<file path="src/rtl/osd_pixel_mixer.sv">
module osd_pixel_mixer #(
  parameter int CW = 4
) (
  input  logic          clk,
  input  logic          rst_n,
  input  logic          pix_en_i,
  input  logic [7:0]    ctrl_i,
  input  logic          cur_vld_i,
  input  logic [CW-1:0] cur_col_i,
  input  logic          gfx_vld_i,
  input  logic [CW-1:0] gfx_col_i,
  input  logic          txt_vld_i,
  input  logic [CW-1:0] txt_col_i,
  input  logic [CW-1:0] bg_col_i,
  output logic [CW-1:0] col_o,
  output logic [2:0]    src_o,
  output logic          ys_o,
  output logic          ym_o
);
  localparam logic [CW-1:0] CMAX = {CW{1'b1}};
  localparam logic [2:0] S_NONE = 3'd0, S_BG = 3'd1, S_CUR = 3'd2,
                         S_GFX = 3'd3, S_TXT = 3'd4;

  logic cur_ok, gfx_ok, txt_ok;
  logic [CW-1:0] col_n;
  logic [2:0] src_n;
  logic ym_n, ys_n;

  assign cur_ok = ctrl_i[0] & cur_vld_i & (ctrl_i[4] | (cur_col_i != '0));
  assign gfx_ok = ctrl_i[1] & gfx_vld_i & (ctrl_i[4] | (gfx_col_i != '0));
  assign txt_ok = ctrl_i[2] & txt_vld_i & (ctrl_i[4] | (txt_col_i != '0));

  always_comb begin
    col_n = '0;
    src_n = S_NONE;
    if (cur_ok) begin
      col_n = cur_col_i; src_n = S_CUR;
    end else if (ctrl_i[3] && txt_ok) begin
      col_n = txt_col_i; src_n = S_TXT;
    end else if (gfx_ok) begin
      col_n = gfx_col_i; src_n = S_GFX;
    end else if (txt_ok) begin
      col_n = txt_col_i; src_n = S_TXT;
    end else if (ctrl_i[7]) begin
      col_n = bg_col_i; src_n = S_BG;
    end
  end

  assign ym_n = (src_n > S_BG) && (col_n == CMAX) && !ctrl_i[5];
  assign ys_n = (src_n != S_NONE) && !(ctrl_i[6] && ym_n && (col_n != '0));

  always_ff @(posedge clk or negedge rst_n) begin
    if (!rst_n) begin
      col_o <= '0;
      src_o <= S_NONE;
      ys_o  <= 1'b0;
      ym_o  <= 1'b0;
    end else if (pix_en_i) begin
      col_o <= col_n;
      src_o <= src_n;
      ys_o  <= ys_n;
      ym_o  <= ym_n;
    end
  end

  p_hold_r9: assert property (@(posedge clk) disable iff (!rst_n)
    !pix_en_i |=> $stable({col_o, src_o, ys_o, ym_o}));
  p_cursor_off_r1: assert property (@(posedge clk) disable iff (!rst_n)
    (pix_en_i && !ctrl_i[0]) |=> (src_o != S_CUR));
  p_ym_only_15_r5: assert property (@(posedge clk) disable iff (!rst_n)
    ym_o |-> (col_o == CMAX) && (src_o > S_BG));
  p_ys_held_r6: assert property (@(posedge clk) disable iff (!rst_n)
    (pix_en_i && ctrl_i[6]) |=> !(ys_o && ym_o));
  p_quiet_none_r7: assert property (@(posedge clk) disable iff (!rst_n)
    (src_o == S_NONE) |-> (!ys_o && !ym_o && col_o == '0));
  p_tag_range_r8: assert property (@(posedge clk) disable iff (!rst_n)
    src_o <= S_TXT);
endmodule

</file>
<file path="config.mk">
export PLATFORM = sky130hd
export DESIGN_NAME = osd_pixel_mixer
export DESIGN_NICKNAME = d
export VERILOG_FILES = /design/src/rtl/osd_pixel_mixer.sv
export SDC_FILE = /design/constraint.sdc
export NUM_CORES = 1
export LEC_CHECK = 0
export CAP_MARGIN = 15
export CORE_AREA = 2 2 44 46
export CTS_BUF_LIST = sky130_fd_sc_hd__clkbuf_4 sky130_fd_sc_hd__clkbuf_8
export DETAILED_ROUTE_END_ITERATION = 10
export DIE_AREA = 0 0 46 48
export PLACE_DENSITY = 0.9
export RECOVER_POWER = 25
export SLEW_MARGIN = 30
export SYNTH_ARGS = -nofsm -noshare
export SYNTH_HDL_FRONTEND = slang
export SYNTH_SLANG_ARGS = --single-unit
</file>
<file path="constraint.sdc">
create_clock -name clk -period 0.8 [get_ports clk]
set_input_delay 0.08 -clock clk [delete_from_list [all_inputs] [get_ports clk]]
set_output_delay 0.08 -clock clk [all_outputs]
set_load 0.03 [all_outputs]
</file>
=== Word-level counts from Yosys, hierarchy flattened ===
Index checks and enable logic that the tools add are counted.

* Latch bits: 0
* Memories: 0
* Logic and storage cells: 38
* Bits in registers: 9
* RAM bits: 0
* Input port bits: 30
* Memory bits (read-only): 0

* Equality and inequality tests: 1
* Multiply operators: 0
* Shift operators: 0
* Multiplexer cells: 10
* Divide/modulo/power cells: 0
* Add/subtract/negate cells: 0
* Reductions and logical operators: 13
* Bitwise logic cells: 9
* Order comparisons: 1

{| class="wikitable"
|+ Operators by type and width
! kind !! count
|-
| 4-bit 2-to-1 mux || 5
|-
| 4-bit nonzero test || 4
|-
| 3-bit 2-to-1 mux || 4
|-
| 1-bit bitwise AND || 6
|-
| 1-bit logical AND || 6
|-
| 4-bit == test (second input constant) || 1
|-
| 3-bit by 1-bit greater-than comparator with 1-bit output (second input constant) || 1
|-
| 1-bit OR || 3
|-
| 3-bit nonzero test || 1
|-
| 1-bit logical NOT || 2
|-
| 1-bit 2-to-1 mux || 1
|}

=== Depth between registers and ports, before layout ===
* Depth after elaboration: 14
* Mapped depth: 7
* Depth with buffers taken out: 7

=== Worst setup path after synthesis ===
OpenSTA, ideal clock, no wires.

* Kind: input to register
* Start: input ctrl_i[0]
* End: register ym_o
* Required time: 0.679 ns
* Stages on the path: 7
* Arrival time: 1.240 ns
* Path slack: -0.561 ns
* Path through: and2_1 -> clkbuf_1 -> o21ai_1 -> a32o_1 -> a21oi_1 -> nor3_2 -> a22o_1

* Word-level cells in the longest chain between the ends: 6

{| class="wikitable"
|+ Ends and longest elaborated chain
! item !! line !! RTL
|-
| from (decl) || 7 || <nowiki>input logic [7:0] ctrl_i,</nowiki>
|-
| 1-bit bitwise AND * (2 in series) || 29 || <nowiki>assign cur_ok = ctrl_i[0] & cur_vld_i & (ctrl_i[4] | (cur_col_i != '0));</nowiki>
|-
| 3-bit 2-to-1 mux or 4-bit 2-to-1 mux (tied branches) || 36 || <nowiki>if (cur_ok) begin</nowiki>
|-
| 3-bit by 1-bit greater-than comparator with 1-bit output or 4-bit == test (tied branches) || 49 || <nowiki>assign ym_n = (src_n > S_BG) && (col_n == CMAX) && !ctrl_i[5];</nowiki>
|-
| 1-bit logical AND * (2 in series) || 49 ||
|-
| to (signal assigned) || 62 || <nowiki>ym_o <= ym_n;</nowiki>
|-
| to (decl) || 18 || <nowiki>output logic ym_o</nowiki>
|}

Mark *: on every way between the ends. The rest lies on a longest branch, timed or not.
A chain may end at the register's enable or synchronous reset.

=== Worst setup path in the final report ===
* Start: input gfx_col_i[0]
* End: register ys_o

* Word-level cells in the longest chain between the ends: 13

{| class="wikitable"
|+ Ends and longest elaborated chain
! item !! line !! RTL
|-
| from (decl) || 11 || <nowiki>input logic [CW-1:0] gfx_col_i,</nowiki>
|-
| 4-bit nonzero test || 30 || <nowiki>assign gfx_ok = ctrl_i[1] & gfx_vld_i & (ctrl_i[4] | (gfx_col_i != '0));</nowiki>
|-
| 1-bit OR || 30 ||
|-
| 1-bit bitwise AND || 30 ||
|-
| 3-bit 2-to-1 mux or 4-bit 2-to-1 mux (tied branches) || 40 || <nowiki>end else if (gfx_ok) begin</nowiki>
|-
| 3-bit 2-to-1 mux or 4-bit 2-to-1 mux (tied branches) || 38 || <nowiki>end else if (ctrl_i[3] && txt_ok) begin</nowiki>
|-
| 3-bit 2-to-1 mux or 4-bit 2-to-1 mux (tied branches) || 36 ||
|-
| 3-bit by 1-bit greater-than comparator with 1-bit output or 4-bit == test (tied branches) || 49 ||
|-
| 1-bit logical AND (2 in series) || 49 ||
|-
| 1-bit logical AND (2 in series) || 50 || <nowiki>assign ys_n = (src_n != S_NONE) && !(ctrl_i[6] && ym_n && (col_n != '0));</nowiki>
|-
| 1-bit logical NOT || 50 ||
|-
| 1-bit logical AND * || 50 ||
|-
| to (signal assigned) || 61 || <nowiki>ys_o <= ys_n;</nowiki>
|-
| to (decl) || 17 || <nowiki>output logic ys_o,</nowiki>
|}

Marks and branches as above.

==> reports/metrics.cfg <==
[outcome]
status = finished, violations left
violations = negative setup slack

[route]
drc = 0
drt-initial-drc-count = 12
routedWlPerCell_um = 17.9
vias = 904
via_per_inst = 5.55
firstDrtPassIters = 6
wirelength_um = 2910
ant_nets = 0

[run]
max_cap_viol_count = 0

[layout]
syn_to_final_growth_pct = 138
multi_input_area_um2 = 528
ff_latch_area_um2 = 225
nets = 177
final_area_um2 = 1460
diodes = 0
fillCellCount = 90
final_layout_size_suffix_gt1_share_pct = 67.1

[worst_setup_path]
path_class = input port to flop
crit_chain = buf_6 -> nor3_4 -> a21oi_2 -> nor3b_2 -> a22o_1 -> a21oi_2 -> nor3_2 -> a31oi_1
start_kind = input port
rr_worst_depth = 3
crit_path_end_kind = flop
required_ps = 920
critPathMaxStageDelay_ps = 270
critical-path-top-delay-family = simple AND/OR/NAND/NOR gates
r2r_end = ys_o
cp_max_fo = 4
slowest_stage = nor3_4
worst_path_most_repeated_cell = a21oi_2
rr_startpoint = ys_o
r2r_slack_ps = -60
cp_num_buf_inv = 1
cp.arrival_ps = 1460
cp_num_cells = 8

[synth]
synth_ff_type = dfrtp_1
synthesis.area_um2 = 614
yosysWarnings = 0
synth_top_cell_area_share_pct = 36.7
syn_area_per_cell_um2 = 8.90
ys_ff_latch = 9
syn-num-nets = 99
synth.distinct_cells = 29
synth.yosys.seq_area_share_pct = 36.7
synth_common_cells = 9 x dfrtp_1, 9 x nor2_1, 8 x a21oi_1, 6 x nand2_1
synth_edf_count = 0
syn-instance-count = 69
synth_top_cell_by_area = dfrtp_1
synth_area_leaders = dfrtp_1 37%, a21oi_1 6.5%, nor2_1 5.5%
ys_async_sr_fraction_pct = 100

[pwr]
power_density_nw_per_um2 = 1220
ir_drop_v = 0.00108
leakage_nw = 0.663

[sta]
slew_viol_final = 0
tightest_slew_ps = 474
fin_skew_ps = 0
fmax_ghz = 0.750
setup_viol = 18
finalCritPeriodShare_pct = 167
layout_min_cycle_time_ps = 1330
final-hold-violation-count = 0
worst_slack_ps = -533
rsz0062_at_grt = yes
slew-limit-headroom_pct = 68.4

[floorplan]
die_h_um = 48
row_count = 15
die_w_um = 46
ios = 39
core_um2 = 1690
initial_core_util_pct = 36.4
die_area_um2 = 2210

[grt]
grt_usage_pct = 23.7
globalRoute.totalOverflow = 0
first_global_vias = 853
grt_max_degree = 10
antenna_found_initial = 0
grt_pass1_wl_um = 3650

[cts]
clockBufferDepth = 2
htreeDepth = 1
root_buffer = clkbuf_4
tritoncts = yes
clock_latency_ps = 260
ctsHoldBuffers = 0
clk_pin_slew_ps = 60
clock_sinks = 9
numCtsBuffers = 3

[placement]
dp.final_hpwl_um = 1820
port_buffers = 38
routabilityCongestion = 0.925
place_ws_ps = -1210
placed_cell_area_um2 = 1250

[min_path]
hold_path.class = input port to async pin

-- layout by cell type, fill, tap and decap left out, types with 2 or more instances in the layout --
| master | synthesis | layout |
|---|---|---|
| buf_4 | 0 | 35 |
| buf_6 | 0 | 17 |
| dfrtp_1 | 9 | 9 |
| clkdlybuf4s50_1 | 0 | 7 |
| buf_2 | 0 | 7 |
| a21oi_2 | 3 | 6 |
| nor2_1 | 9 | 5 |
| dlygate4sd2_1 | 0 | 5 |
| clkbuf_4 | 0 | 4 |
| a21oi_1 | 8 | 3 |
| nand2_1 | 6 | 3 |
| inv_1 | 3 | 3 |
| nor2_4 | 0 | 2 |
| nor3_4 | 0 | 2 |
| nand2_4 | 0 | 2 |
| nor2_2 | 0 | 2 |
| a21oi_4 | 0 | 2 |
| a22o_1 | 2 | 2 |
| nor3_1 | 3 | 2 |
| a221o_1 | 2 | 2 |
| a22oi_2 | 2 | 2 |
| buf_8 | 0 | 2 |
-- registers in the layout (all words and copies together), names as in the netlist --
register,count
ym_o,1
col_o,4
ys_o,1
src_o,3
-- metal layers --
metal	global-route usage, %	vias up	routed length, um
met5	0	-	0
met4	8.00	0	70
met3	3.77	7	128
met2	41.7	35	1550
met1	29.6	439	1170
li1	-	423	-
-- layout make-up --
type,count,share of cell area (%)
Tap cell,17,1.45
Sequential cell,9,15.4
Clock buffer,4,2.05
Multi-Input combinational cell,55,36.1
Timing Repair Buffer,75,44.2
Inverter,3,0.770
-- timing repair --
item / CTS / global route
setup buffers: 6 / 7
pin swaps: 21 / 15
cloned: 0 / 0
gates resized for setup: 107 / 6
setup endpoints to repair: 18 / 18
-- cells by family (layout without fill, tap and decap cells) --
logic type,count (synthesis),count (layout),synth area share [%]
buffers and inverters,5,82,3.06
AO/OA/AOI/OAI,31,31,40.9
flip-flops,9,9,36.7
AND/OR/NAND/NOR,24,24,19.3
-- stage by stage --
step	util (%)	cells	hold WS [ps]	setup TNS [ps]	total power [mW]
floorplan	-	69	-216	-3000	0.823
global placement	74.0	148	406	-9550	1.23
detailed placement	74.0	148	407	-9890	1.24
CTS	83.3	157	127	-3660	1.72
global route	86.6	163	329	-5140	1.86
finish	86.6	163	274	-4470	1.78
-- worst register-to-register path, delay by kind of cell, from the launching register on --
kind / cells / cell delay [ps]
AOI/OAI and AO/OA: 2 / 190
buffers and inverters: 1 / 140
DFF: 1 / 400
-- how the worst max path moves through the flow --
stage	end	slack, ps	startpoint
floorplan	ym_o	-480	ctrl_i[4]
global placement	ym_o	-1160	ctrl_i[4]
detailed placement	ym_o	-1210	ctrl_i[4]
CTS	ym_o	-410	gfx_col_i[2]
global route	ys_o	-640	gfx_col_i[0]
finish	ys_o	-530	gfx_col_i[0]
-- where the power goes --
group          switching, mW  total, mW  internal, mW
clock network          0.156      0.382         0.226
registers             0.0369      0.539         0.502
logic                  0.409      0.859         0.451
(Power assumes the default switching activity.)
